===== src/rtl/tev_pkg.sv =====
// Shared definitions for the interval event detector.
// Assumes: every time field fits in FIELD_W bits in both encodings.
package tev_pkg;
    localparam int FIELD_W = 8;

    typedef enum logic [1:0] {
        SEL_MINUTE   = 2'd0,
        SEL_HOUR     = 2'd1,
        SEL_MIDNIGHT = 2'd2,
        SEL_NOON     = 2'd3
    } tev_sel_e;

    // Encode an integer 0..99 as binary or as packed two-digit BCD.
    function automatic logic [FIELD_W-1:0] tev_enc(input int n, input bit bcd);
        logic [FIELD_W-1:0] r;
        if (bcd) r = FIELD_W'(((n / 10) << 4) | (n % 10));
        else     r = FIELD_W'(n);
        return r;
    endfunction
endpackage


===== src/rtl/tev_unit_ctr.sv =====
// One time field: counts 0..MAX, wraps to 0, accepts a preset.
// Assumes: preset values are valid for the chosen encoding and below MAX+1.
module tev_unit_ctr
    import tev_pkg::*;
#(
    parameter int MAX     = 59,
    parameter bit USE_BCD = 1'b0,
    parameter int W       = FIELD_W
) (
    input  logic         clk,
    input  logic         rst_n,
    input  logic         inc,
    input  logic         load,
    input  logic [W-1:0] load_val,
    output logic [W-1:0] value,
    output logic         wrap
);
    localparam logic [W-1:0] TOP = W'(tev_enc(MAX, USE_BCD));

    logic [W-1:0] nxt;

    // Wrap is this field's carry: it advances and sits at its top value.
    assign wrap = inc && (value == TOP);

    // Next value for the selected encoding.
    generate
        if (USE_BCD) begin : g_bcd
            always_comb nxt = (value[3:0] == 4'd9) ? {value[W-1:4] + 1'b1, 4'b0000}
                                                   : value + 1'b1;
        end else begin : g_bin
            always_comb nxt = value + 1'b1;
        end
    endgenerate

    // Field register: reset, then preset, then count.
    always_ff @(posedge clk) begin
        if (!rst_n)    value <= '0;
        else if (load) value <= load_val;
        else if (inc)  value <= wrap ? '0 : nxt;
    end

    assert_in_range_R1: assert property (@(posedge clk) disable iff (!rst_n)
        value <= TOP);
    assert_wrap_zero_R1: assert property (@(posedge clk) disable iff (!rst_n)
        wrap && !load |=> value == '0);
endmodule


===== src/rtl/tev_detect.sv =====
// Picks the interval event from the field carries by select code.
// Assumes: carries are already gated by tick and preset (no event on preset).
module tev_detect
    import tev_pkg::*;
#(
    parameter bit USE_BCD = 1'b0,
    parameter int W       = FIELD_W
) (
    input  logic         sec_wrap,
    input  logic         min_wrap,
    input  logic         hr_wrap,
    input  logic [W-1:0] hr_val,
    input  tev_sel_e     sel,
    output logic         hit
);
    localparam logic [W-1:0] HR_BEFORE_NOON = W'(tev_enc(11, USE_BCD));

    // Select one of the four rollover conditions.
    always_comb begin
        unique case (sel)
            SEL_MINUTE:   hit = sec_wrap;
            SEL_HOUR:     hit = min_wrap;
            SEL_MIDNIGHT: hit = hr_wrap;
            SEL_NOON:     hit = min_wrap && (hr_val == HR_BEFORE_NOON);
            default:      hit = 1'b0;
        endcase
    end
endmodule


===== src/rtl/tev_flag.sv =====
// Sticky event flag; set wins over clear and acknowledge.
// Assumes: set, clr and ack are synchronous single-cycle requests.
module tev_flag (
    input  logic clk,
    input  logic rst_n,
    input  logic set,
    input  logic clr,
    input  logic ack,
    output logic flag
);
    // Hold the flag until removed; a same-cycle event keeps it set.
    always_ff @(posedge clk) begin
        if (!rst_n)          flag <= 1'b0;
        else if (set)        flag <= 1'b1;
        else if (clr || ack) flag <= 1'b0;
    end

    assert_set_R8: assert property (@(posedge clk) disable iff (!rst_n)
        set |=> flag);
    assert_clear_R8: assert property (@(posedge clk) disable iff (!rst_n)
        (clr || ack) && !set |=> !flag);
endmodule


===== src/rtl/tev_interval_alarm.sv =====
// Time-of-day counter with a selectable interval event, pulse, flag and request.
// Assumes: sec_tick is one cycle wide; preset values are valid time fields.
module tev_interval_alarm
    import tev_pkg::*;
#(
    parameter bit USE_BCD = 1'b0,
    parameter int W       = FIELD_W,
    parameter int SEC_MAX = 59,
    parameter int MIN_MAX = 59,
    parameter int HR_MAX  = 23
) (
    input  logic         clk,
    input  logic         rst_n,
    input  logic         sec_tick,
    input  logic         time_ld,
    input  logic [W-1:0] ld_hr,
    input  logic [W-1:0] ld_min,
    input  logic [W-1:0] ld_sec,
    input  logic [1:0]   ev_sel,
    input  logic         ev_en,
    input  logic         flag_clr,
    input  logic         flag_ack,
    output logic [W-1:0] cur_hr,
    output logic [W-1:0] cur_min,
    output logic [W-1:0] cur_sec,
    output logic         ev_pulse,
    output logic         ev_flag,
    output logic         ev_irq
);
    localparam logic [W-1:0] HR_NOON = W'(tev_enc(12, USE_BCD));

    logic     adv;
    logic     sec_wrap, min_wrap, hr_wrap;
    logic     hit;
    tev_sel_e sel;

    assign sel = tev_sel_e'(ev_sel);
    assign adv = sec_tick && !time_ld;

    tev_unit_ctr #(.MAX(SEC_MAX), .USE_BCD(USE_BCD), .W(W)) u_sec (
        .clk(clk), .rst_n(rst_n), .inc(adv), .load(time_ld),
        .load_val(ld_sec), .value(cur_sec), .wrap(sec_wrap));

    tev_unit_ctr #(.MAX(MIN_MAX), .USE_BCD(USE_BCD), .W(W)) u_min (
        .clk(clk), .rst_n(rst_n), .inc(sec_wrap), .load(time_ld),
        .load_val(ld_min), .value(cur_min), .wrap(min_wrap));

    tev_unit_ctr #(.MAX(HR_MAX), .USE_BCD(USE_BCD), .W(W)) u_hr (
        .clk(clk), .rst_n(rst_n), .inc(min_wrap), .load(time_ld),
        .load_val(ld_hr), .value(cur_hr), .wrap(hr_wrap));

    tev_detect #(.USE_BCD(USE_BCD), .W(W)) u_det (
        .sec_wrap(sec_wrap), .min_wrap(min_wrap), .hr_wrap(hr_wrap),
        .hr_val(cur_hr), .sel(sel), .hit(hit));

    tev_flag u_flag (
        .clk(clk), .rst_n(rst_n), .set(hit), .clr(flag_clr),
        .ack(flag_ack), .flag(ev_flag));

    // Register the event so it lines up with the new time value.
    always_ff @(posedge clk) begin
        if (!rst_n) ev_pulse <= 1'b0;
        else        ev_pulse <= hit;
    end

    // Gate the flag into the request with the enable.
    always_comb ev_irq = ev_flag && ev_en;

    assert_load_quiet_R11: assert property (@(posedge clk) disable iff (!rst_n)
        time_ld |=> !ev_pulse);
    assert_no_tick_quiet_R10: assert property (@(posedge clk) disable iff (!rst_n)
        !sec_tick |=> !ev_pulse);
    assert_single_pulse_R7: assert property (@(posedge clk) disable iff (!rst_n)
        ev_pulse |=> !ev_pulse);
    assert_midnight_time_R5: assert property (@(posedge clk) disable iff (!rst_n)
        ev_pulse && ($past(sel) == SEL_MIDNIGHT) |->
            (cur_hr == '0) && (cur_min == '0) && (cur_sec == '0));
    assert_noon_time_R6: assert property (@(posedge clk) disable iff (!rst_n)
        ev_pulse && ($past(sel) == SEL_NOON) |->
            (cur_hr == HR_NOON) && (cur_min == '0) && (cur_sec == '0));
    assert_minute_time_R3: assert property (@(posedge clk) disable iff (!rst_n)
        ev_pulse && ($past(sel) == SEL_MINUTE) |-> cur_sec == '0);
endmodule


===== config.mk =====
export PLATFORM = sky130hd
export DESIGN_NAME = tev_interval_alarm
export DESIGN_NICKNAME = d
export VERILOG_FILES = /design/src/rtl/tev_pkg.sv /design/src/rtl/tev_unit_ctr.sv /design/src/rtl/tev_detect.sv /design/src/rtl/tev_flag.sv /design/src/rtl/tev_interval_alarm.sv
export SDC_FILE = /design/constraint.sdc
export NUM_CORES = 1
export LEC_CHECK = 0
export BUFFER_PORTS_ARGS = -buffer_cell sky130_fd_sc_hd__buf_4
export CORE_MARGIN = 1.5
export CORE_UTILIZATION = 54
export DETAILED_ROUTE_END_ITERATION = 16
export HOLD_SLACK_MARGIN = 0.08
export PLACE_DENSITY = 0.85
export SKIP_CTS_REPAIR_TIMING = 1
export SLEW_MARGIN = 5
export SYNTH_ARGS = -nofsm -noshare
export SYNTH_HDL_FRONTEND = slang
export SYNTH_SLANG_ARGS = --single-unit
export TNS_END_PERCENT = 100

===== constraint.sdc =====
create_clock -name clk -period 5.7 [get_ports clk]
set_clock_uncertainty 0.1 [all_clocks]
set_input_delay 0.57 -clock clk [delete_from_list [all_inputs] [get_ports clk]]
set_output_delay 0.57 -clock clk [all_outputs]
set_load 0.05 [all_outputs]

# After elaboration in Yosys (flattened, before gate mapping)
# Cells that the tools add are included.
op_classes:
  addsub: 3
  multipliers: 0
  div_mod_pow: 0
  order_cmp: 0
  eq_ne: 7
  shift: 0
  muxes: 12
  bitwise_logic: 0
  reduce_logical: 13
ops:
  columns: ["op", "n"]
  rows:
  - ["2-to-1 mux 8 bit", 9]
  - ["adder 8 x 1 -> 8 bit (second input constant)", 3]
  - ["== test 8 x 6 -> 1 bit (second input constant)", 2]
  - ["== test 8 x 4 -> 1 bit (second input constant)", 1]
  - ["== test 8 x 5 -> 1 bit (second input constant)", 1]
  - ["nonzero test 2 bit", 4]
  - ["logical AND 1 bit", 6]
  - ["== test 2 bit (second input constant)", 2]
  - ["case mux 1 bit (4 select lines)", 1]
  - ["== test 2 x 1 -> 1 bit (second input constant)", 1]
  - ["zero test 2 bit", 1]
  - ["2-to-1 mux 1 bit", 2]
  - ["zero test 1 bit", 1]
  - ["logical OR 1 bit", 1]
totals:
  regBits: 26
  latchBits: 0
  ramBits: 0
  rom_bits: 0
  in_bits: 33
  out_inout_bits: 27
  wordCells: 40
  n_memories: 0

# Logic depth before layout (Yosys ltp)
# Gate-level depths: netlist of the first run.
logic_depth:
  word_depth: 8
  mapped_depth: 7
  mapped_depth_nobuf: 5

# Modules after synthesis
# Synthesis of the first run repeated with hierarchy kept, for this count alone.
hier_totals:
  cells_unflattened: 190
  area_unflattened_um2: 1634.1
by_module_without_submodules:
  columns: ["module", "instances", "cells_each", "area_each_um2", "seq_area_each_um2"]
  rows:
  - ["tev_unit_ctr at u_min ...", 2, 59, 501.7, 160.2]
  - ["tev_unit_ctr at u_hr", 1, 59, 500.5, 160.2]
  - ["tev_interval_alarm", 1, 4, 46.3, 20.0]
  - ["tev_detect", 1, 6, 43.8, 0.0]
  - ["tev_flag", 1, 3, 40.0, 20.0]

# Least setup slack after synthesis of the first run
# No wires, ideal clock.
synth_timing:
  path_kind: "register to register"
  startpoint: "reg u_min.value[0]"
  endpoint: "reg u_hr.value[0]"
  setup_ns: 0.103
  t_arrival_ns: 2.043
  required_time_ns: 5.497
  slack_ns: 3.454
  stages_incl_launch_ff: 6
  path_buffers: 0
  period_less_slack_ns: 2.246
  path_cell_list: "dfxtp_1 > ha_1 > or4b_4 > a211oi_4 > a211oi_1 > a2111oi_2"
synth_via:
  elab_chain_cells: 6
  word_cells_on_any_way: 7
  classes_between: "1 x eq/ne; 3 x mux; 3 x reduce/logical"
synth_lines:
  columns: ["item", "line", "text"]
  rows:
  - ["start, declared", "tev_unit_ctr.sv:15", "output logic [W-1:0] value,"]
  - ["start signal, assigned", "tev_unit_ctr.sv:38", "else if (load) value <= load_val;"]
  - ["start signal, assigned", "tev_unit_ctr.sv:39", "else if (inc) value <= wrap ? '0 : nxt;"]
  - ["== test 8 x 6 -> 1 bit (*)", "tev_unit_ctr.sv:23", "assign wrap = inc && (value == TOP);"]
  - ["logical AND 1 bit (*)", "tev_unit_ctr.sv:23", null]
  - ["logical AND 1 bit", "tev_unit_ctr.sv:23", null]
  - ["2-to-1 mux 8 bit (2 in series)", "tev_unit_ctr.sv:39", null]
  - ["2-to-1 mux 8 bit", "tev_unit_ctr.sv:38", null]
  - ["end signal, assigned", "tev_unit_ctr.sv:38", null]
  - ["end signal, assigned", "tev_unit_ctr.sv:39", null]
  - ["end, declared", "tev_unit_ctr.sv:15", null]
# Every way passes the cells marked *; elsewhere a longest branch is shown, timed or not. The select of a mux whose other input is x is not followed.
# A chain may end at the register's enable or synchronous reset.

# Worst setup path in the final report of the first run
layout_timing:
  startpoint: "reg u_min.value[1]"
  endpoint: "reg u_hr.value[6]"
# The elaborated chain is that of the path after synthesis.

==> results of run 1 <==
final cells by class:
cell class	count	area, um^2	share of cell area [%]
sequential	26	520.5	24.14
clock buffer	3	22.52	1.045
tap	44	55.05	2.554
timing repair buffer	59	442.9	20.55
multi-input combinational	160	1085	50.32
inverter	8	30.03	1.393
cells in the mapped netlist (2+ instances only):
cell type | n | share of area [%]
a31oi_1 | 3 | 1.1
clkbuf_1 | 11 | 2.4
and2_1 | 5 | 1.8
o21ai_0 | 15 | 4.4
nand4_1 | 7 | 2.5
a211oi_1 | 10 | 4.4
o211ai_1 | 3 | 1.3
o211a_1 | 2 | 1.2
o2111ai_1 | 2 | 1.0
o41ai_1 | 2 | 1.0
xor2_1 | 4 | 2.0
nor2b_1 | 3 | 1.1
nand3_1 | 19 | 5.5
a21o_1 | 3 | 1.3
and4_1 | 4 | 2.0
or3_1 | 2 | 0.73
dfxtp_1 | 26 | 30
buf_4 | 2 | 0.87
xnor2_1 | 2 | 1.0
ha_1 | 3 | 2.2
and3_1 | 8 | 2.9
a311oi_1 | 4 | 2.0
inv_1 | 8 | 1.7
nor3_1 | 7 | 2.0
nand2_1 | 10 | 2.2
a2111oi_0 | 2 | 1.0
a21oi_1 | 8 | 2.3
a41oi_1 | 3 | 1.5
buf_2 | 5 | 1.5
o31ai_1 | 4 | 1.7
nor2_1 | 9 | 2.0
path summary, 6_finish.rpt:
path                  startpoint        endpoint  slack, ns  cells after the start
setup / recovery  u_min.value[1]   u_hr.value[6]       3.32                      5
hold reg to reg   u_min.value[1]  u_min.value[1]       0.45                      2
setup reg to reg  u_min.value[1]   u_hr.value[6]       3.32                      5
hold / removal         ld_sec[0]  u_sec.value[0]       0.35                      2
state kept, by name, indices dropped and copies added (netlist names):
register     flops
u_hr.value       8
u_min.value      8
u_sec.value      8
ev_pulse         1
u_flag.flag      1
metal layers:
layer  track usage [%]  routed length [um]  vias to the layer above
li1                  -                   -                      916
met1             37.22                2077                      885
met2             42.54                2123                       64
met3             5.240                 247                        6
met4             9.416                  59                        0
met5                 0                   0                        -
kinds of logic (layout without fill, tap and decap cells):
kind of cell | after synthesis | after routing
xor+xnor | 6 | 6
compound gates | 68 | 68
simple gates | 83 | 83
fa+ha+maj | 3 | 3
flops | 26 | 26
buf+inv | 27 | 70
power breakdown:
| part | switching, mW | internal [mW] |
|---|---|---|
| combinational | 0.0711 | 0.0450 |
| clock | 0.0556 | 0.0249 |
| sequential | 0.0173 | 0.193 |
metrics by stage:
step | setup slack (ns) | std cells
2_1_floorplan | 3.454 | 213
3_3_place_gp | 3.256 | 297
3_5_place_dp | 3.177 | 297
4_1_cts | 3.316 | 300
5_1_grt | 3.123 | 300
6_report | 3.316 | 300
worst max-delay path, delay by kind of cell, from the launching register on:
kind	cells	cell delay (ns)
AND/OR/NAND/NOR	2	1.09
AO/OA/AOI/OAI	2	0.41
adder cells (fa/ha/maj)	1	0.30
flip-flops	1	0.41
==> key figures, run 1 <==
Power and ir drop
  – Max IR drop VDD: 0.1505 mV
  – Pwr dens: ~190 nW/um^2
  – Pwr Total: ~0.41 mW
  – LEAKAGE: 0.9007 nW

Clock tree
  – Reg clk slew, reported paths: 0.14 ns
  – TritonCTS Buffers: 3
  – Clock Root Buffer: clkbuf_4
  – H-tree Lvls: 1
  – CTS tree: done
  – Clock Path Buffers: 2
  – Clk sinks: 26
  – Clk Latency, worst-skew pair: between 0.3 and 0.4 ns

Route
  – Wirelength, routed: 4508 um
  – Routed Antenna Nets: 0
  – DR iter-0 viols: 104
  – Drt drc: 0
  – Vias/cell: slightly above 6
  – WL/cell: 15.03 um
  – DR pass1 iterations: 4
  – Via count: ~1900

Finish
  – Area grow syn2layout: 25.31%
  – Commonest non-fill, non-tap cell in the layout: buf_4
  – Finished layout cell area: between 2000 and 2500 um^2
  – Final antenna diode count: 0
  – Fillers: between 200 and 300
  – Most frequent cells in the layout: buf_4 (59), dfxtp_1 (26), nand3_1 (19)
  – Share of cells above drive strength 1: around 28%
  – Fin util: 71.20%
  – Nets@finish: 294

Die
  – Initial core utilization: a little under three fifths
  – Site Rows: 20
  – Die Span Y: roughly 59 um
  – Die width: 59.45 um
  – Core Region: just over 3000 um^2
  – IO Count: 60
  – DIE AREA: around 3500 um^2

Logic synthesis
  – Post-Syn Area: between 1500 and 2000 um^2
  – Post-synth top flop: dfxtp_1
  – Cells after synthesis: around 210
  – Post-Synth Adder-Cell Area: around 2.2%
  – Mux cell area share after synthesis: 0%
  – Number of synthesized flops with an enable pin: 0
  – Sequential fraction of the synthesis area: slightly above 30%
  – Synth warn: 0
  – Synth Area in XOR/XNOR: under 10%
  – Largest family of logic cells by synthesized area: compound AO/OA/AOI/OAI gates
  – Mean Syn Cell Area: 8.077 um^2
  – Simple-Gate Fraction of Synth Area: 28.73%
  – Synth unique cells: 48
  – Async S/R FF share, synth: 0%
  – Net Count, Synth: between 200 and 250
  – Synth Area in Compound Gates: between 20% and 30%
  – Synth Register Bits: 26

STA
  – Min Hold Slack: approximately 0.35 ns
  – Final hold viol count: 0
  – Highest clock rate: approximately 420 MHz
  – Share of the clock period used by the worst path: between 40% and 50%
  – Max-slew headroom: 46.39%
  – Tightest Pin Transition: between 0.8 and 0.9 ns
  – Fin crit period: roughly 2.4 ns
  – RSZ-0062 raised after global routing: no
  – Pins Over Slew Limit: 0
  – Post-Route Setup TNS: 0 ns
  – Final number of setup-violating endpoints: 0

Global routing
  – First-pass GRT wire length: between 7000 and 8000 um
  – Remaining global-route overflow: 0
  – Largest net degree at the start of global routing: 40
  – Tot GR Track Use: about 27%
  – Initial antenna violation count: 0
  – Vias in the first global route: around 1700

Place
  – Post-DP HPWL: ~3200 um
  – PortBufs: 59
  – Placed Area: around 2100 um^2
  – Final Wtd Congestion: 0.8807

Setup path
  – Worst Setup Start Kind: flop
  – WP data required: 5.86 ns
  – CP endpoint kind: flop
  – Crit path cell chain: ha_1, or4b_4, nor2_1, a311oi_1, a211oi_2
  – CP max stage cell: nor2_1
  – Crit Path Class: reg2reg
  – Crit-path max cell delay: between 0.5 and 0.6 ns
  – Critical path fanouts, max: 11
  – Worst Path Arrival: 2.54 ns

Min path
  – Hold crit path type: in2reg

Run status
  – Status: complete, no violations

Job
  – Max Cap Viol: 0
(Power assumes the default switching activity.)
==> run 2, diff against run 1 <==
Settings changed: CORE_UTILIZATION 54 to 50, PLACE_DENSITY 0.85 to 0.8.
Clock period 5.7 ns to 2.21 ns, I/O delays scaled along.
==> run 2 against run 1 <==
Fmax increased by 15%; total power rose to 3.0 times the previous value; worst setup slack worse by 3.2 ns; utilization grew 1.3 points; sequential share of layout area is 2.3 points lower; first-iteration DRC count up 36%; die area up 7.6%; wire length up 12%; clock-buffer cell count did not move; register-to-register slack got worse by 3.2 ns; critical path type unchanged; highest routed layer unchanged.
==> key figures, run 2 (synthesized netlist as in run 1, its figures left out) <==
Route
  – Routed Antenna Nets: 0 (unchanged)
  – Vias/cell: 5.957 (-4.5%)
  – Drt drc: 0 (unchanged)
  – Wirelength, routed: 5037 um (+12%)
  – DR pass1 iterations: 4 (unchanged)
  – WL/cell: 15.45 um (+2.8%)
  – Via count: 1942 (+3.8%)
  – DR iter-0 viols: 141 (+36%)

Finish
  – Fillers: 293 (+8.9%)
  – Top Registers: u_hr.value x8, u_min.value x8, u_sec.value x8
  – Final antenna diode count: 0 (unchanged)
  – Most frequent cells in the layout: buf_4 (68), dfxtp_1 (24), nand3_1 (19)
  – Area grow syn2layout: 39.42%
  – Finished layout cell area: 2399 um^2 (+11%)
  – Nets@finish: 317 (+7.8%)
  – Commonest non-fill, non-tap cell in the layout: buf_4
  – Non-Filler Instances: 326 (+8.7%)
  – Share of cells above drive strength 1: 29.64% (+1.9 points)

Setup path
  – FF-to-FF path depth: 6 (+1)
  – CP endpoint kind: flop
  – R2R Setup Slk: 0.14 ns (-3.18 ns)
  – CP max stage cell: or4b_4
  – Crit Path Class: reg2reg
  – Critical path fanouts, max: 9 (-2)
  – Worst r2r src: u_min.value[0]
  – Worst Path Arrival: 2.21 ns (-0.33 ns)
  – WP data required: 2.34 ns (-3.52 ns)
  – Crit-path max cell delay: 0.53 ns (-0.04 ns)
  – Crit path cell chain: ha_1, or4b_4, nor2_1, buf_4, and4_1, a2111oi_2
  – Worst Setup Start Kind: flop
  – Terminus of the critical flop-to-flop path: u_hr.value[0]

Min path
  – Hold path endpoint: u_hr.value[2]
  – Hold path cells: 3 (+1)
  – Hold_sp: ld_hr[2]
  – Hold crit path type: in2reg

Die
  – Core Region: 3311 um^2 (+9.3%)
  – Site Rows: 21 (+5.0%)
  – Die width: 61.66 um (+3.7%)
  – IO Count: 60 (unchanged)
  – Die Span Y: 61.66 um (+3.7%)
  – DIE AREA: 3802 um^2 (+7.6%)
  – Initial core utilization: 51.97% (-4.9 points)

STA
  – Final hold viol count: 0 (unchanged)
  – Tightest Pin Transition: 0.5235 ns (-0.2806 ns)
  – Highest clock rate: 482.0 MHz (+15%)
  – Pins Over Slew Limit: 0 (unchanged)
  – Post-Route Setup TNS: 0 ns (unchanged)
  – Fin crit period: 2.075 ns (-0.3091 ns)
  – Final number of setup-violating endpoints: 0 (unchanged)
  – RSZ-0062 raised after global routing: no
  – Max-slew headroom: 65.06% (+19 points)
  – Share of the clock period used by the worst path: 93.88% (+52 points)

Global routing
  – Tot GR Track Use: 26.59% (-0.61 points)
  – Vias in the first global route: 1622 (-3.3%)
  – First-pass GRT wire length: 7652 um (+2.8%)
  – Initial antenna violation count: 0 (unchanged)
  – Remaining global-route overflow: 0 (unchanged)
  – Largest net degree at the start of global routing: 26 (-35%)

Place
  – Final Wtd Congestion: 0.8578 (-2.6%)
  – Placed Area: 2206 um^2 (+3.4%)
  – Dpl cells: 308 (+3.7%)
  – Post-DP HPWL: 3458 um (+8.7%)
  – PortBufs: 59 (unchanged)

Clock tree
  – Clk Latency, worst-skew pair: 0.35 ns (+0.02 ns)
  – Clock Root Buffer: clkbuf_4
  – CTS tree: done
  – Clock Path Buffers: 2 (unchanged)
  – Clk sinks: 26 (unchanged)
  – Reg clk slew, reported paths: 0.17 ns (+0.03 ns)
  – H-tree Lvls: 1 (unchanged)
  – TritonCTS Buffers: 3 (unchanged)

Run status
  – Status: complete, no violations

Power and ir drop
  – Max IR drop VDD: 0.4398 mV (+190%)
  – LEAKAGE: 1.022 nW (+13%)
  – Pwr dens: 507.6 nW/um^2 (+170%)

Job
  – Max Cap Viol: 0 (unchanged)
## run 2: power by group
group	leakage, nW	total (mW)	switching (mW)	internal [mW]
registers	0.215	0.541	0.0433	0.498
logic	0.779	0.330	0.193	0.137
clock network	0.0279	0.346	0.162	0.184
## run 2: worst max path at each step
| stage | slack, ns | depth (start not counted) | endpoint | from |
|---|---|---|---|---|
| after global routing | 0.02 | 6 | ev_pulse | u_min.value[0] |
| after floorplan | 0.08 | 5 | u_hr.value[1] | u_hr.value[0] |
| final | 0.14 | 6 | u_hr.value[0] | u_min.value[0] |
| after global placement | 0.26 | 6 | u_hr.value[0] | u_min.value[0] |
| after detailed placement | 0.15 | 6 | u_hr.value[0] | u_min.value[0] |
| after CTS | 0.13 | 6 | u_hr.value[0] | u_min.value[0] |
## run 2: metal layers
layer / routed length [um] / global-route usage [%]
met1: 2246 / 39.34
met2: 2418 / 41.20
met3: 331 / 4.412
met4: 40 / 4.255
met5: 0 / 0
## run 2: stage by stage
stage | worst slack [ns] | hold WS, ns | utilization (%) | total power, mW
after floorplan | 0.07889 | 0.2565 | - | 0.7383
after CTS | 0.1290 | -0.01786 | 68.22 | 1.197
after global placement | 0.2592 | 0.3471 | 66.63 | 0.8552
final | 0.1353 | 0.05962 | 72.45 | 1.217
after global routing | 0.01673 | 0.08373 | 72.45 | 1.263
after detailed placement | 0.1482 | 0.3491 | 66.63 | 0.8602
## run 2: final cells by class
class | instances | area [um^2] | share of cell area, %
multi-input cells | 160 | 1085 | 45.23
repair buffers | 82 | 650.6 | 27.13
flip-flops and latches | 26 | 523.0 | 21.80
well taps | 46 | 57.56 | 2.400
clock inverters | 1 | 30.03 | 1.252
inverters | 8 | 30.03 | 1.252
clock buffers | 3 | 22.52 | 0.9390
## run 2: worst max-delay path, delay by kind of cell, from the launching register on
| kind | cells | cell delay (ns) |
|---|---|---|
| compound gates | 1 | 0.04 |
| fa+ha+maj | 1 | 0.29 |
| flops | 1 | 0.39 |
| buf+inv | 1 | 0.21 |
| simple gates | 3 | 0.95 |
==> run 3, diff against run 2 <==
Settings changed: BUFFER_PORTS_ARGS -buffer_cell sky130_fd_sc_hd__buf_4 to default, CORE_UTILIZATION 50 to 63, DONT_BUFFER_PORTS from default to 1, PLACE_DENSITY 0.8 to 0.79, SKIP_CTS_REPAIR_TIMING 1 to default.
==> run 3 against run 2 <==
The flow now finishes with violations (negative setup slack); clock-buffer cell count is the same; via count grew 19%; final cell count decreased by 10%; design area down 1.8%; non-clock buffer count is 17 lower; utilization up 21 points; clock power rose by 4%; critical endpoint is now u_sec.value[1]; largest cell class unchanged; highest routed layer unchanged.
==> key figures, run 3 (synthesized netlist as in run 1, its figures left out) <==
Finish
  – Share of cells above drive strength 1: 20.91% (-8.7 points)
  – Fin util: 93.40% (+21 points)
  – Area grow syn2layout: 36.95%
  – Most frequent cells in the layout: buf_4 (31), dlygate4sd3_1 (30), dfxtp_1 (21)
  – Nets@finish: 300 (-5.4%)
  – Final antenna diode count: 0 (unchanged)
  – Non-Filler Instances: 293 (-10%)
  – Fillers: 85 (-71%)
  – Commonest non-fill, non-tap cell in the layout: buf_4
  – Sequential cell area: 529.3 um^2 (+1.2%)
  – Area occupied by multi-input gates: 1122 um^2 (+3.5%)
  – Top Registers: u_hr.value x8, u_min.value x8, u_sec.value x8

Clock tree
  – Clk sinks: 26 (unchanged)
  – TritonCTS Buffers: 3 (unchanged)
  – Clock Root Buffer: clkbuf_4
  – Clock Path Buffers: 2 (unchanged)
  – Clk Latency, worst-skew pair: 0.35 ns (about the same)
  – CTS tree: done
  – Reg clk slew, reported paths: 0.17 ns (about the same)
  – H-tree Lvls: 1 (unchanged)

Min path
  – Hold path cells: 2 (-1)
  – Hold crit path type: in2reg

Route
  – DR iter-0 viols: 266 (+89%)
  – Via count: 2308 (+19%)
  – WL/cell: 24.66 um (+60%)
  – Vias/cell: 7.877 (+32%)
  – DR pass1 iterations: 6 (+2)
  – Routed Antenna Nets: 0 (unchanged)
  – Wirelength, routed: 7226 um (+43%)
  – Drt drc: 0 (unchanged)

STA
  – Final hold viol count: 0 (unchanged)
  – Post-Route Setup TNS: -0.005848 ns (-0.005848 ns)
  – Highest clock rate: 451.3 MHz (-6.4%)
  – Final WS setup: -0.005848 ns (-0.1411 ns)
  – Max-slew headroom: 25.73% (-39 points)
  – Tightest Pin Transition: 1.114 ns (+0.5906 ns)
  – Pins Over Slew Limit: 0 (unchanged)
  – Share of the clock period used by the worst path: 100.3% (+6.4 points)
  – Fin crit period: 2.216 ns (+0.1411 ns)
  – Final number of setup-violating endpoints: 1 (+1)

Power and ir drop
  – Max IR drop VDD: 0.4994 mV (+14%)
  – Pwr dens: 529.0 nW/um^2 (+4.2%)
  – Pwr Total: 1.246 mW (+2.4%)
  – LEAKAGE: 0.9518 nW (-6.9%)

Setup path
  – Worst Setup Start Kind: input pin
  – CP endpoint kind: flop
  – WP data required: 2.42 ns (+0.08 ns)
  – Worst Path Arrival: 2.42 ns (+0.21 ns)
  – Crit Path Class: in2reg
  – FF-to-FF path depth: 5 (-1)
  – Critical path fanouts, max: 19 (+10)

Die
  – Die Span Y: 55.26 um (-10%)
  – Initial core utilization: 68.20% (+16 points)
  – Die width: 55.26 um (-10%)
  – Core Region: 2522 um^2 (-24%)
  – Site Rows: 18 (-14%)
  – IO Count: 60 (unchanged)
  – DIE AREA: 3053 um^2 (-20%)

Run status
  – Failing checks: negative setup slack
  – Status: finished, violations left

Global routing
  – Largest net degree at the start of global routing: 29 (+12%)
  – Tot GR Track Use: 42.69% (+16 points)
  – Vias in the first global route: 2071 (+28%)
  – First-pass GRT wire length: 10560 um (+38%)
  – Initial antenna violation count: 0 (unchanged)
  – Remaining global-route overflow: 0 (unchanged)

Place
  – PortBufs: 0 (-100%)
  – Final Wtd Congestion: 0.8984 (+4.7%)
  – Dpl cells: 256 (-17%)
  – Post-DP HPWL: 3589 um (+3.8%)

Job
  – Max Cap Viol: 0 (unchanged)
-- run 3: cell types whose count changed in the layout (fill, tap and decap cells not counted), moves of 2 or more --
cell	delta
buf_4	-37
dfxtp_1	-3
dfxtp_2	+2
dlygate4sd3_1	+16
dlymetal6s4s_1	+2
-- run 3: power breakdown --
part,internal (mW),leakage [nW],switching (mW)
registers,0.498,0.217,0.0313
logic,0.127,0.707,0.229
clock network,0.184,0.0279,0.177
total,0.809,0.952,0.437
-- run 3: cell type report --
cell class / instances / area share, %
clock buffer: 3 / 0.9559
timing repair buffer: 65 / 24.80
sequential: 26 / 22.46
tap: 30 / 1.593
inverter: 8 / 1.275
multi-input combinational: 160 / 47.64
clock inverter: 1 / 1.275
-- run 3: stage by stage --
step                hold WS [ns]  area (um^2)  setup slack [ns]
floorplan                 0.2565         1723           0.07889
global placement          0.2160         1916            0.3069
detailed placement        0.2185         1916            0.1914
CTS                      0.08210         2278           0.01819
global route             0.09215         2356          -0.01667
finish                   0.09318         2356         -0.005848
-- run 3: worst paths after layout --
kind,from,to,slack (ns)
setup / recovery,rst_n,u_sec.value[1],-0.006
hold / removal,time_ld,u_hr.value[0],0.09
setup reg to reg,u_min.value[1],u_hr.value[1],0.01
hold reg to reg,u_min.value[3],u_min.value[4],0.53
-- run 3: metal layers --
metal / wire length [um] / up-vias / track usage, % / part of all wire (%)
met2: 3339 / 267 / 70.75 / 46
li1: - / 920 / - / -
met4: 461 / 0 / 15.33 / 6.4
met1: 2512 / 1062 / 56.91 / 35
met3: 913 / 59 / 5.386 / 13
met5: 0 / - / 0 / 0
-- run 3: timing repair --
action / CTS / global route
resized for setup: 0 / 17
hold buffers: 31 / 1
setup buffers: 0 / 1
setup endpoints to repair: 0 / 9
endpoints found under the hold margin: 25 / 1
-- run 3: critical path: stages --
cell and delay [ns]:
dlygate4sd3_1 1.02, o21ai_0 0.33, a21oi_1 0.27, dlygate4sd3_1 0.57
